`config.mk`:
```
export PLATFORM = sky130hd
export DESIGN_NAME = fault_trap_ctrl
export DESIGN_NICKNAME = d
export VERILOG_FILES = /design/src/rtl/ft_trap_pkg.sv /design/src/rtl/ftc_indicator_bank.sv /design/src/rtl/ftc_lowest_pick.sv /design/src/rtl/ftc_dispatch_ctrl.sv /design/src/rtl/fault_trap_ctrl.sv
export SDC_FILE = /design/constraint.sdc
export NUM_CORES = 1
export LEC_CHECK = 0
export ABC_AREA = 1
export BUFFER_PORTS_ARGS = -buffer_cell sky130_fd_sc_hd__buf_2
export CORE_MARGIN = 2
export CORE_UTILIZATION = 45
export CTS_BUF_LIST = sky130_fd_sc_hd__clkbuf_2 sky130_fd_sc_hd__clkbuf_4 sky130_fd_sc_hd__clkbuf_8
export DETAILED_ROUTE_END_ITERATION = 16
export GPL_ROUTABILITY_DRIVEN = 0
export PLACE_DENSITY = 0.72
export SKIP_LAST_GASP = 1
export SLEW_MARGIN = 0
export SYNTH_ARGS = -nofsm -noshare
export SYNTH_HDL_FRONTEND = slang
export SYNTH_SLANG_ARGS = --single-unit
```
`constraint.sdc`:
```
create_clock -name clk_i -period 1.6 [get_ports clk_i]
set_input_delay 0.32 -clock clk_i [delete_from_list [all_inputs] [get_ports clk_i]]
set_output_delay 0.32 -clock clk_i [all_outputs]
set_load 0.02 [all_outputs]
```
`src/rtl/ft_trap_pkg.sv`:
```
package ft_trap_pkg;
   // selector encodings for the lowest-index picker
   localparam int PICK_SCAN    = 0;   // priority loop
   localparam int PICK_ISOLATE = 1;   // two's complement isolate, then encode

   function automatic int code_width(input int n);
      return (n > 1) ? $clog2(n) : 1;
   endfunction
endpackage

```
`src/rtl/ftc_indicator_bank.sv`:
```
module ftc_indicator_bank #(
   parameter int N_FAULTS = 8
) (
   input  logic                clk_i,
   input  logic                rst_ni,
   input  logic [N_FAULTS-1:0] set_i,
   input  logic [N_FAULTS-1:0] clr_i,
   output logic [N_FAULTS-1:0] pend_o
);
   logic [N_FAULTS-1:0] pend_q;

   // set has precedence over clear
   always_ff @(posedge clk_i or negedge rst_ni) begin
      if (!rst_ni) pend_q <= '0;
      else         pend_q <= (pend_q & ~clr_i) | set_i;
   end

   assign pend_o = pend_q;

   // at most one bit is cleared per dispatch
   p_clr_onehot_r5 : assert property (@(posedge clk_i) disable iff (!rst_ni)
      $onehot0(clr_i));

   for (genvar g = 0; g < N_FAULTS; g++) begin : g_bit
      // a detection always leaves the bit set
      p_set_wins_r9 : assert property (@(posedge clk_i) disable iff (!rst_ni)
         set_i[g] |=> pend_q[g]);
      // a cleared bit with no new detection drops
      p_clear_r5 : assert property (@(posedge clk_i) disable iff (!rst_ni)
         (clr_i[g] && !set_i[g]) |=> !pend_q[g]);
      // a pending bit with no clear is kept
      p_hold_r2 : assert property (@(posedge clk_i) disable iff (!rst_ni)
         (pend_q[g] && !clr_i[g]) |=> pend_q[g]);
   end
endmodule

```
`src/rtl/ftc_lowest_pick.sv`:
```
module ftc_lowest_pick
   import ft_trap_pkg::*;
#(
   parameter int N_FAULTS   = 8,
   parameter int PICK_STYLE = PICK_SCAN,
   localparam int CODE_W    = code_width(N_FAULTS)
) (
   input  logic [N_FAULTS-1:0] req_i,
   output logic                any_o,
   output logic [CODE_W-1:0]   idx_o
);
   assign any_o = |req_i;

   if (PICK_STYLE == PICK_SCAN) begin : g_scan
      always_comb begin
         idx_o = '0;
         for (int i = N_FAULTS - 1; i >= 0; i--) begin
            if (req_i[i]) idx_o = CODE_W'(i);
         end
      end
   end else if (PICK_STYLE == PICK_ISOLATE) begin : g_isolate
      logic [N_FAULTS-1:0] iso;
      assign iso = req_i & (~req_i + N_FAULTS'(1));
      always_comb begin
         idx_o = '0;
         for (int i = 0; i < N_FAULTS; i++) begin
            if (iso[i]) idx_o = idx_o | CODE_W'(i);
         end
      end
   end else begin : g_bad_style
      $error("ftc_lowest_pick: unknown PICK_STYLE %0d", PICK_STYLE);
   end
endmodule

```
`src/rtl/ftc_dispatch_ctrl.sv`:
```
module ftc_dispatch_ctrl
   import ft_trap_pkg::*;
#(
   parameter int N_FAULTS = 8,
   localparam int CODE_W  = code_width(N_FAULTS)
) (
   input  logic                clk_i,
   input  logic                rst_ni,
   input  logic                check_i,
   input  logic                exit_i,
   input  logic                any_i,
   input  logic [CODE_W-1:0]   idx_i,
   output logic [N_FAULTS-1:0] clr_o,
   output logic                mask_o,
   output logic [CODE_W-1:0]   code_o
);
   logic              mask_q;
   logic [CODE_W-1:0] code_q;
   logic              grant;

   // dispatch only at a check point, unmasked, with work pending
   assign grant = check_i & ~mask_q & any_i;

   always_comb begin
      clr_o = '0;
      for (int i = 0; i < N_FAULTS; i++) begin
         if (grant && idx_i == CODE_W'(i)) clr_o[i] = 1'b1;
      end
   end

   always_ff @(posedge clk_i or negedge rst_ni) begin
      if (!rst_ni) begin
         mask_q <= 1'b0;
         code_q <= '0;
      end else begin
         if (grant) begin
            mask_q <= 1'b1;
            code_q <= idx_i;
         end else if (exit_i) begin
            mask_q <= 1'b0;
         end
      end
   end

   assign mask_o = mask_q;
   assign code_o = code_q;

   // masked and no exit -> still masked, code held
   p_mask_hold_r7 : assert property (@(posedge clk_i) disable iff (!rst_ni)
      (mask_q && !exit_i) |=> (mask_q && $stable(code_q)));
   // exit while masked releases next cycle
   p_exit_clears_r8 : assert property (@(posedge clk_i) disable iff (!rst_ni)
      (mask_q && exit_i) |=> !mask_q);
   // mask rises only after a check point
   p_check_only_r3 : assert property (@(posedge clk_i) disable iff (!rst_ni)
      $rose(mask_q) |-> $past(check_i));
endmodule

```
`src/rtl/fault_trap_ctrl.sv`:
```
module fault_trap_ctrl
   import ft_trap_pkg::*;
#(
   parameter int N_FAULTS   = 8,
   parameter int PICK_STYLE = PICK_SCAN,
   localparam int CODE_W    = code_width(N_FAULTS)
) (
   input  logic                clk_i,
   input  logic                rst_ni,
   input  logic [N_FAULTS-1:0] fault_i,
   input  logic                check_i,
   input  logic                exit_i,
   output logic                trap_req_o,
   output logic [CODE_W-1:0]   trap_code_o
);
   if (N_FAULTS < 2 || N_FAULTS > 64) begin : g_bad_n
      $error("fault_trap_ctrl: N_FAULTS %0d outside 2..64", N_FAULTS);
   end

   logic [N_FAULTS-1:0] pend;
   logic [N_FAULTS-1:0] clr;
   logic                any_pend;
   logic [CODE_W-1:0]   pick_idx;
   logic                mask;
   logic [CODE_W-1:0]   code;

   ftc_indicator_bank #(.N_FAULTS(N_FAULTS)) i_bank (
      .clk_i  (clk_i),
      .rst_ni (rst_ni),
      .set_i  (fault_i),
      .clr_i  (clr),
      .pend_o (pend)
   );

   ftc_lowest_pick #(.N_FAULTS(N_FAULTS), .PICK_STYLE(PICK_STYLE)) i_pick (
      .req_i (pend),
      .any_o (any_pend),
      .idx_o (pick_idx)
   );

   ftc_dispatch_ctrl #(.N_FAULTS(N_FAULTS)) i_ctrl (
      .clk_i   (clk_i),
      .rst_ni  (rst_ni),
      .check_i (check_i),
      .exit_i  (exit_i),
      .any_i   (any_pend),
      .idx_i   (pick_idx),
      .clr_o   (clr),
      .mask_o  (mask),
      .code_o  (code)
   );

   assign trap_req_o  = mask;
   assign trap_code_o = code;

   // the picked index names a pending bit with none below it
   p_pick_lowest_r4 : assert property (@(posedge clk_i) disable iff (!rst_ni)
      any_pend |-> (pend[pick_idx] &&
                    ((pend & ((N_FAULTS'(1) << pick_idx) - N_FAULTS'(1))) == '0)));
   // code stable while the request stays up
   p_code_stable_r6 : assert property (@(posedge clk_i) disable iff (!rst_ni)
      trap_req_o |=> (!trap_req_o || $stable(trap_code_o)));
   // no request rises when nothing was pending
   p_no_empty_r10 : assert property (@(posedge clk_i) disable iff (!rst_ni)
      (!trap_req_o && !any_pend) |=> !trap_req_o);
endmodule

```
==> results of run 1 <==
## cell type report
type / count / area (um^2) / area share [%]
repair buffers: 16 / 85.1 / 11.0
clock buffers: 4 / 36.3 / 4.68
flip-flops and latches: 12 / 300 / 38.7
well taps: 15 / 18.8 / 2.42
inverters: 17 / 63.8 / 8.23
multi-input cells: 46 / 272 / 35.0
## power groups by stage
stage	logic (mW)	registers, mW	clock network, mW
global placement	0.0986	0.338	0
floorplan	0.0407	0.356	0
CTS	0.102	0.332	0.248
detailed placement	0.100	0.338	0
finish	0.101	0.332	0.239
global route	0.114	0.335	0.257
## sequential cells by signal, indices dropped and copies added (netlist names)
register / flops
i_bank.pend_o: 8
i_ctrl.code_o: 3
i_ctrl.mask_o: 1
## critical path, cell delays in order, from the launching register on
cell and delay, ns:
dfrtp_1 0.38, inv_1 0.07, nand2_1 0.08, inv_2 0.10, nand3_2 0.09, nor2_4 0.13
and2_1 0.13, nand2_1 0.05, nand2_1 0.05, nand2_1 0.04
## cells in the mapped netlist
cell,n,area share (%)
nand4_1,2,2.0
nand2_2,4,3.9
nand2_4,1,1.8
nand3_1,3,2.4
nor2_1,1,0.59
nor2_4,2,3.5
nor3_4,1,2.6
o21ai_1,2,1.6
nand3_2,1,1.6
nand2_1,19,11
o21ai_0,1,0.79
a21o_1,2,2.4
inv_2,5,3.0
a21oi_1,2,1.6
o21bai_1,2,2.4
and2_1,1,0.98
nor2_2,1,0.98
dfrtp_1,12,47
o21ai_4,1,2.6
inv_1,12,7.1
## worst min path at each step
stage | startpoint | end | depth (start not counted)
floorplan | rst_ni | i_bank.pend_o[0]$_DFF_PN0_ | 0
global placement | rst_ni | i_ctrl.code_o[2]$_DFFE_PN0P_ | 1
detailed placement | rst_ni | i_ctrl.code_o[2]$_DFFE_PN0P_ | 1
CTS | exit_i | i_ctrl.mask_o$_DFFE_PN0P_ | 2
global route | exit_i | i_ctrl.mask_o$_DFFE_PN0P_ | 2
finish | exit_i | i_ctrl.mask_o$_DFFE_PN0P_ | 2
## cell usage in the layout (no fill, tap or decap)
cell / synthesis / routed
nand2_1: 19 / 19
buf_2: 0 / 15
inv_1: 12 / 12
dfrtp_1: 12 / 12
inv_2: 5 / 5
nand2_2: 4 / 4
nand3_1: 3 / 3
clkbuf_4: 0 / 3
nor2_4: 2 / 2
a21o_1: 2 / 2
nand4_1: 2 / 2
a21oi_1: 2 / 2
o21bai_1: 2 / 2
o21ai_1: 2 / 2
nand2_4: 1 / 1
nor2_2: 1 / 1
nand3_2: 1 / 1
nor3_4: 1 / 1
and2_1: 1 / 1
nor2_1: 1 / 1
o21ai_4: 1 / 1
o21ai_0: 1 / 1
clkbuf_8: 0 / 1
dlygate4sd3_1: 0 / 1
## per-layer routing
metal  track usage (%)  vias up  part of all wire (%)  wire length (um)
met5                 0        -                     0                 0
met4              9.68        0                   1.6                17
met3              2.61        4                   4.1                43
met2              20.0       11                    46               478
met1              19.7      220                    48               500
li1                  -      268                     -                 -
## metrics by stage
step                instances  setup slack [ns]  hold WS (ns)
floorplan                  75             0.359        0.0244
global placement          105             0.407         0.209
detailed placement        105             0.392         0.217
CTS                       110             0.380         0.210
global route              110             0.243         0.215
finish                    110             0.388         0.216
## cell families (layout without fill, tap and decap cells)
| logic type | count (synthesis) | after routing | share of synthesized area [%] |
|---|---|---|---|
| AO/OA/AOI/OAI | 10 | 10 | 11.2 |
| buffers and inverters | 17 | 37 | 10.0 |
| flip-flops | 12 | 12 | 47.2 |
| AND/OR/NAND/NOR | 36 | 36 | 31.5 |
==> results.md, run 1 <==
- CP Class: flip-flop to flip-flop
- Seq pwr share: 49.4%
- Fin. Hold Viols: 0
- Fraction of layout cells with a size suffix above 1: 36.8%
- Die height: 41.6 um
- Reg2reg start: i_ctrl.mask_o$_DFFE_PN0P_
- Post-Syn Instances: 75
- Final clock skew: between 0.0015 and 0.002 ns
- Routed via count: 503
- Cell Area, Synth: 636 um^2
- Pin count of the biggest net entering global routing: 13
- Later-pin clock latency in the skew report: 0.27 ns
- WP data arrival: between 1 and 1.5 ns
- Area delta synth->final: 22.0%
- Total track usage: 14.2%
- Leakage: 0.439 nW
- Reg-to-Reg End: i_bank.pend_o[4]$_DFF_PN0_
- Worst EP required: between 1.5 and 2 ns
- Worst-path fanout max: 4
- Avg Vias per Cell: 4.57
- Starting Density: 48.2%
- Setup TNS Final: 0 ns
- Fin util: between 50% and 60%
- Core Area: between 1000 and 1500 um^2
- Diodes inserted: 0
- R2r setup slk: 0.39 ns
- Grt ovf: 0
- Netlist cell types: 20
- Relative slew slack: 81.1%
- Wirelength per Cell: between 9 and 10 um
- Worst Tran Pin Value: around 0.28 ns
- Post-DP HPWL: 858 um
- Root buf cell: clkbuf_4
- DR iter-0 viols: 0
- Register bit count reported by yosys: 12
- Final ANT Viol Nets: 0
- CTS tree: built
- Sequential-to-total area share from yosys stat: 47.2%
- YS warnings: 0
- R2R cell count: 9
- Final Cell Area: slightly below 800 um^2
- Final Critical Period: ~1.2 ns
- Syn nets: 87
- First-pass GRT wire length: 1880 um
- Initial antenna violation count: 0
- FILL cells: 118
- Clock share of power: 35.6%
- Die area: 1730 um^2
- Status: finished, final reports clean
- Max_cap viols: 0
- Pre-Repair DR Iteration Count: 1
- Clock buffer count from CTS: 3
- PwrDens: 866 nW/um^2
- Placed cell areas: 729 um^2
- Post-CTS Setup Bufs: 0
- Tcrit/Tclk final: 75.8%
- Power share of the combinational group: approximately 15%
- PostCTS Resize Cnt: 0
- Hold buffers post-CTS: 1
- CTS max path bufs: 2
- DR DRC count: 0
- Net Sw Frac: 26.0%
- Drt total wl: 1040 um
- Worst hold path type: primary input to flip-flop
- Fmax: 825 MHz
- Cell internal pwr: approximately 0.5 mW
- Final nets: 108
- H-tree levels: 1
- Io pins: 16
- CTS sink cnt: 12
- P_sw: 0.175 mW
- Max VDD drop: 0.668 mV
- DIE WIDTH: 41.6 um
- Pins Over Slew Limit: 0
- Num rows: 13
- CP Capture Type: flip-flop
- Setup-failing EPs final: 0
- Worst setup endpoint: i_bank.pend_o[4]$_DFF_PN0_
- Type of origin of the critical path: flip-flop
- RSZ-0062 raised after global routing: no
- Number of global-route vias before repair: about 470
- Synthesized area per cell: 8.47 um^2
- Critical Path Start: i_ctrl.mask_o$_DFFE_PN0P_
- PortBufs: 15
- Power Total: 0.672 mW
- Clock slew at reported path FFs: about 0.07 ns
(Power assumes the default switching activity.)
==> run 2: changes to the inputs <==
Settings changed: ABC_AREA 1 to 0, CORE_AREA set to 2 2 39 41, CORE_MARGIN 2 to not set, CORE_UTILIZATION 45 to not set, DIE_AREA set to 0 0 41 43, PLACE_DENSITY 0.72 to 0.69.
Clock period 1.6 ns to 1.26 ns, I/O delays scaled along.
==> run 2 against run 1 <==
Effect of this change: largest power group unchanged; the run now ends with setup timing left; combinational power up 52%; global-route usage increased by 3.3 points; maximum frequency is 17% lower; worst hold slack worse by 0.076 ns; synthesized area down 13%; die area up 2.0%; final area is 11% higher; sequential power up 28%; clock power grew 30%; sequential share of layout area shrank 3.5 points; highest routed layer is now met3; critical path type unchanged; sequential cell count unchanged.
==> results.md, run 2 <==
- Post-DP HPWL: 904 um (+5.5%)
- Tcrit/Tclk final: 115% (+39 points)
- Pre-Repair DR Iteration Count: 3 (+2)
- Worst Slack Setup Final: -0.192 ns (-0.580 ns)
- Fin. Hold Viols: 0 (unchanged)
- Die area: 1760 um^2 (+2.0%)
- Diodes inserted: 0 (unchanged)
- Grt ovf: 0 (unchanged)
- Net Sw Frac: 26.4% (+0.43 points)
- Synth Area in Adders: 0% (unchanged)
- Failing checks: setup timing
- CP max stage delay: 0.59 ns (+0.21 ns)
- Largest area contributor in the netlist: dfrtp_1
- Placed Cells: 96 (-8.6%)
- Die height: 43 um (+3.4%)
- Post-Synth XOR/XNOR Area: 0% (unchanged)
- Clock buffer count from CTS: 3 (unchanged)
- Most frequent cells in the layout: buf_4, buf_2, dfrtp_1, nor2_1
- Seq pwr share: 47.7% (-1.7 points)
- Worst EP required: 1.40 ns (-0.37 ns)
- Most common cell after layout, fill and taps aside: buf_4
- Number of global-route vias before repair: 485 (+3.0%)
- Netlist cell types: 22 (+10%)
- Initial antenna violation count: 0 (unchanged)
- Post-synth top area share: 54.1% (+6.8 points)
- Root buf cell: clkbuf_4
- Later-pin clock latency in the skew report: 0.27 ns (about the same)
- CTS max path bufs: 2 (unchanged)
- Total track usage: 17.5% (+3.3 points)
- Setup-failing EPs final: 9 (+9)
- WP data arrival: 1.59 ns (+0.21 ns)
- DR iter-0 viols: 4 (+4)
- Max VDD drop: 0.720 mV (+7.8%)
- Relative slew slack: 80.8% (-0.25 points)
- Max_cap viols: 0 (unchanged)
- Worst Tran Pin Value: 0.286 ns (+0.00263 ns)
- CP Cell Sequence: or4_4, nor4_4, a41oi_2
- Avg Vias per Cell: 4.86 (+6.2%)
- Leakage: 0.393 nW (-10%)
- FILL cells: 119 (+0.85%)
- PwrDens: 1030 nW/um^2 (+19%)
- Pins Over Slew Limit: 0 (unchanged)
- Buf/Inv on CP: 0 (-2)
- Post-synth EDFFs: 0 (unchanged)
- Synth top area cells: dfrtp_1, a21o_1, nor2_1
- Largest delay contributor family on the critical path: simple AND/OR/NAND/NOR gates
- Drt total wl: 1250 um (+21%)
- DR DRC count: 0 (unchanged)
- FF/Latch Area: 303 um^2 (+0.83%)
- P_sw: 0.235 mW (+34%)
- DIE WIDTH: 41 um (-1.4%)
- CTS tree: built
- Slowest cell on crit path: or4_4
- Synthesized area per cell: 10.7 um^2 (+26%)
- Status: finished, violations left
- Fraction of layout cells with a size suffix above 1: 54.5% (+18 points)
- R2R cell count: 3 (-6)
- Cell Area, Synth: 556 um^2 (-13%)
- Sequential-to-total area share from yosys stat: 54.1% (+6.8 points)
- Multi-input gate area: 282 um^2 (+3.7%)
- Starting Density: 40.1% (-8.1 points)
- Worst hold path type: primary input to flip-flop
- Most common cell in the netlist: dfrtp_1
- Max FFs per register: 8 (unchanged)
- Hold Path Depth: 2 (unchanged)
- H-tree levels: 1 (unchanged)
- Power share of the combinational group: 17.4% (+2.4 points)
- Routed via count: 505 (+0.40%)
- Final nets: 101 (-6.5%)
- Synth Area in Simple Gates: 24.5% (-6.9 points)
- Most common library cells after synthesis: dfrtp_1, nor2_1, inv_1, nand2_1
- Final Critical Period: 1.45 ns (+0.240 ns)
- Syn nets: 64 (-26%)
- Ys async rst share: 100% (unchanged)
- Clock slew at reported path FFs: 0.08 ns (about the same)
- Largest family of logic cells by synthesized area: simple AND/OR/NAND/NOR gates
- CTS sink cnt: 12 (unchanged)
- Worst-path fanout max: 3 (-1)
- Clock share of power: 34.9% (-0.7 points)
- Fmax: 689 MHz (-17%)
- CP Capture Type: flip-flop
- First-pass GRT wire length: 2020 um (+7.7%)
- Ys flop type: dfrtp_1
- WHS: 0.140 ns (-0.0755 ns)
- Post-synthesis compound-gate area fraction: 18.7% (+7.5 points)
- Pin count of the biggest net entering global routing: 13 (unchanged)
- Num rows: 14 (+1)
- Final ANT Viol Nets: 0 (unchanged)
- Post-Syn Instances: 52 (-31%)
- Core Area: 1380 um^2 (+5.0%)
- Register bit count reported by yosys: 12 (unchanged)
- Wirelength per Cell: 12.0 um (+28%)
- Final clock skew: 0.00299 ns (+0.00106 ns)
- Area delta synth->final: 55.0%
- Cell internal pwr: 0.654 mW (+31%)
- CP Class: flip-flop to flip-flop
- Stages on the worst setup path: 3 (-6)
- Final Non-Filler Cells: 104 (-5.5%)
- PortBufs: 15 (unchanged)
- Mux cell area share after synthesis: 0% (unchanged)
- Type of origin of the critical path: flip-flop
- YS warnings: 0 (unchanged)
- RSZ-0062 raised after global routing: yes
- Fin util: 62.2% (+3.3 points)
- Io pins: 16 (unchanged)
run 2: final timing paths:
check / slack (ns) / startpoint / to
max reg2reg: -0.19 / i_bank.pend_o[1]$_DFF_PN0_ / i_bank.pend_o[7]$_DFF_PN0_
max in group asynchronous: 0.65 / rst_ni / i_bank.pend_o[3]$_DFF_PN0_
min reg2reg: 0.48 / i_ctrl.code_o[1]$_DFFE_PN0P_ / i_ctrl.code_o[1]$_DFFE_PN0P_
max: -0.19 / i_bank.pend_o[1]$_DFF_PN0_ / i_bank.pend_o[7]$_DFF_PN0_
min: 0.14 / exit_i / i_ctrl.mask_o$_DFFE_PN0P_
min in group asynchronous: 0.37 / rst_ni / i_bank.pend_o[0]$_DFF_PN0_
run 2: cells by family after synthesis:
family / after synthesis
and+or+nand+nor: 21
AOI/OAI and AO/OA: 15
DFF: 12
buffers and inverters: 4
run 2: cell type report:
type | count | area share [%]
Sequential cell | 12 | 35.2
Multi-Input combinational cell | 36 | 32.7
Timing Repair Buffer | 32 | 23.8
Clock buffer | 4 | 4.22
Tap cell | 16 | 2.33
Inverter | 4 | 1.74
run 2: layer usage:
metal | up-vias | track usage, % | routed length, um
met3 | 0 | 5.24 | 30
met4 | 0 | 8.00 | 0
met5 | - | 0 | 0
met2 | 5 | 26.6 | 667
met1 | 240 | 22.0 | 555
li1 | 260 | - | -
run 2: worst reg2reg max path: cells and delay by family (launching register included):
kind / cells / cell delay (ns)
AO/OA/AOI/OAI: 1 / 0.13
flip-flops: 1 / 0.40
AND/OR/NAND/NOR: 2 / 0.79
run 2: metrics by stage:
stage | setup TNS, ns | power (mW) | instance area (um^2) | worst slack (ns)
3_3_place_gp | -1.19 | 0.567 | 761 | -0.179
6_report | -1.38 | 0.889 | 861 | -0.192
3_5_place_dp | -1.33 | 0.570 | 761 | -0.186
5_1_grt | -1.83 | 0.921 | 861 | -0.246
4_1_cts | -1.42 | 0.886 | 837 | -0.195
2_1_floorplan | -0.835 | 0.496 | 568 | -0.212
run 2: timing repair:
item | 4_1_cts | 5_1_grt
resized for setup | 4 | 4
setup buffers | 2 | 1
hold buffers | 1 | 0
pin swaps | 0 | 5
endpoints found under the hold margin | 12 | 0
setup endpoints to repair | 10 | 10
run 2: power by group through the flow:
stage,clock [mW],sequential (mW),combinational [mW]
after floorplan,0,0.456,0.0399
after global placement,0,0.430,0.138
after detailed placement,0,0.430,0.140
after CTS,0.312,0.423,0.151
after global routing,0.327,0.426,0.168
final,0.311,0.424,0.154
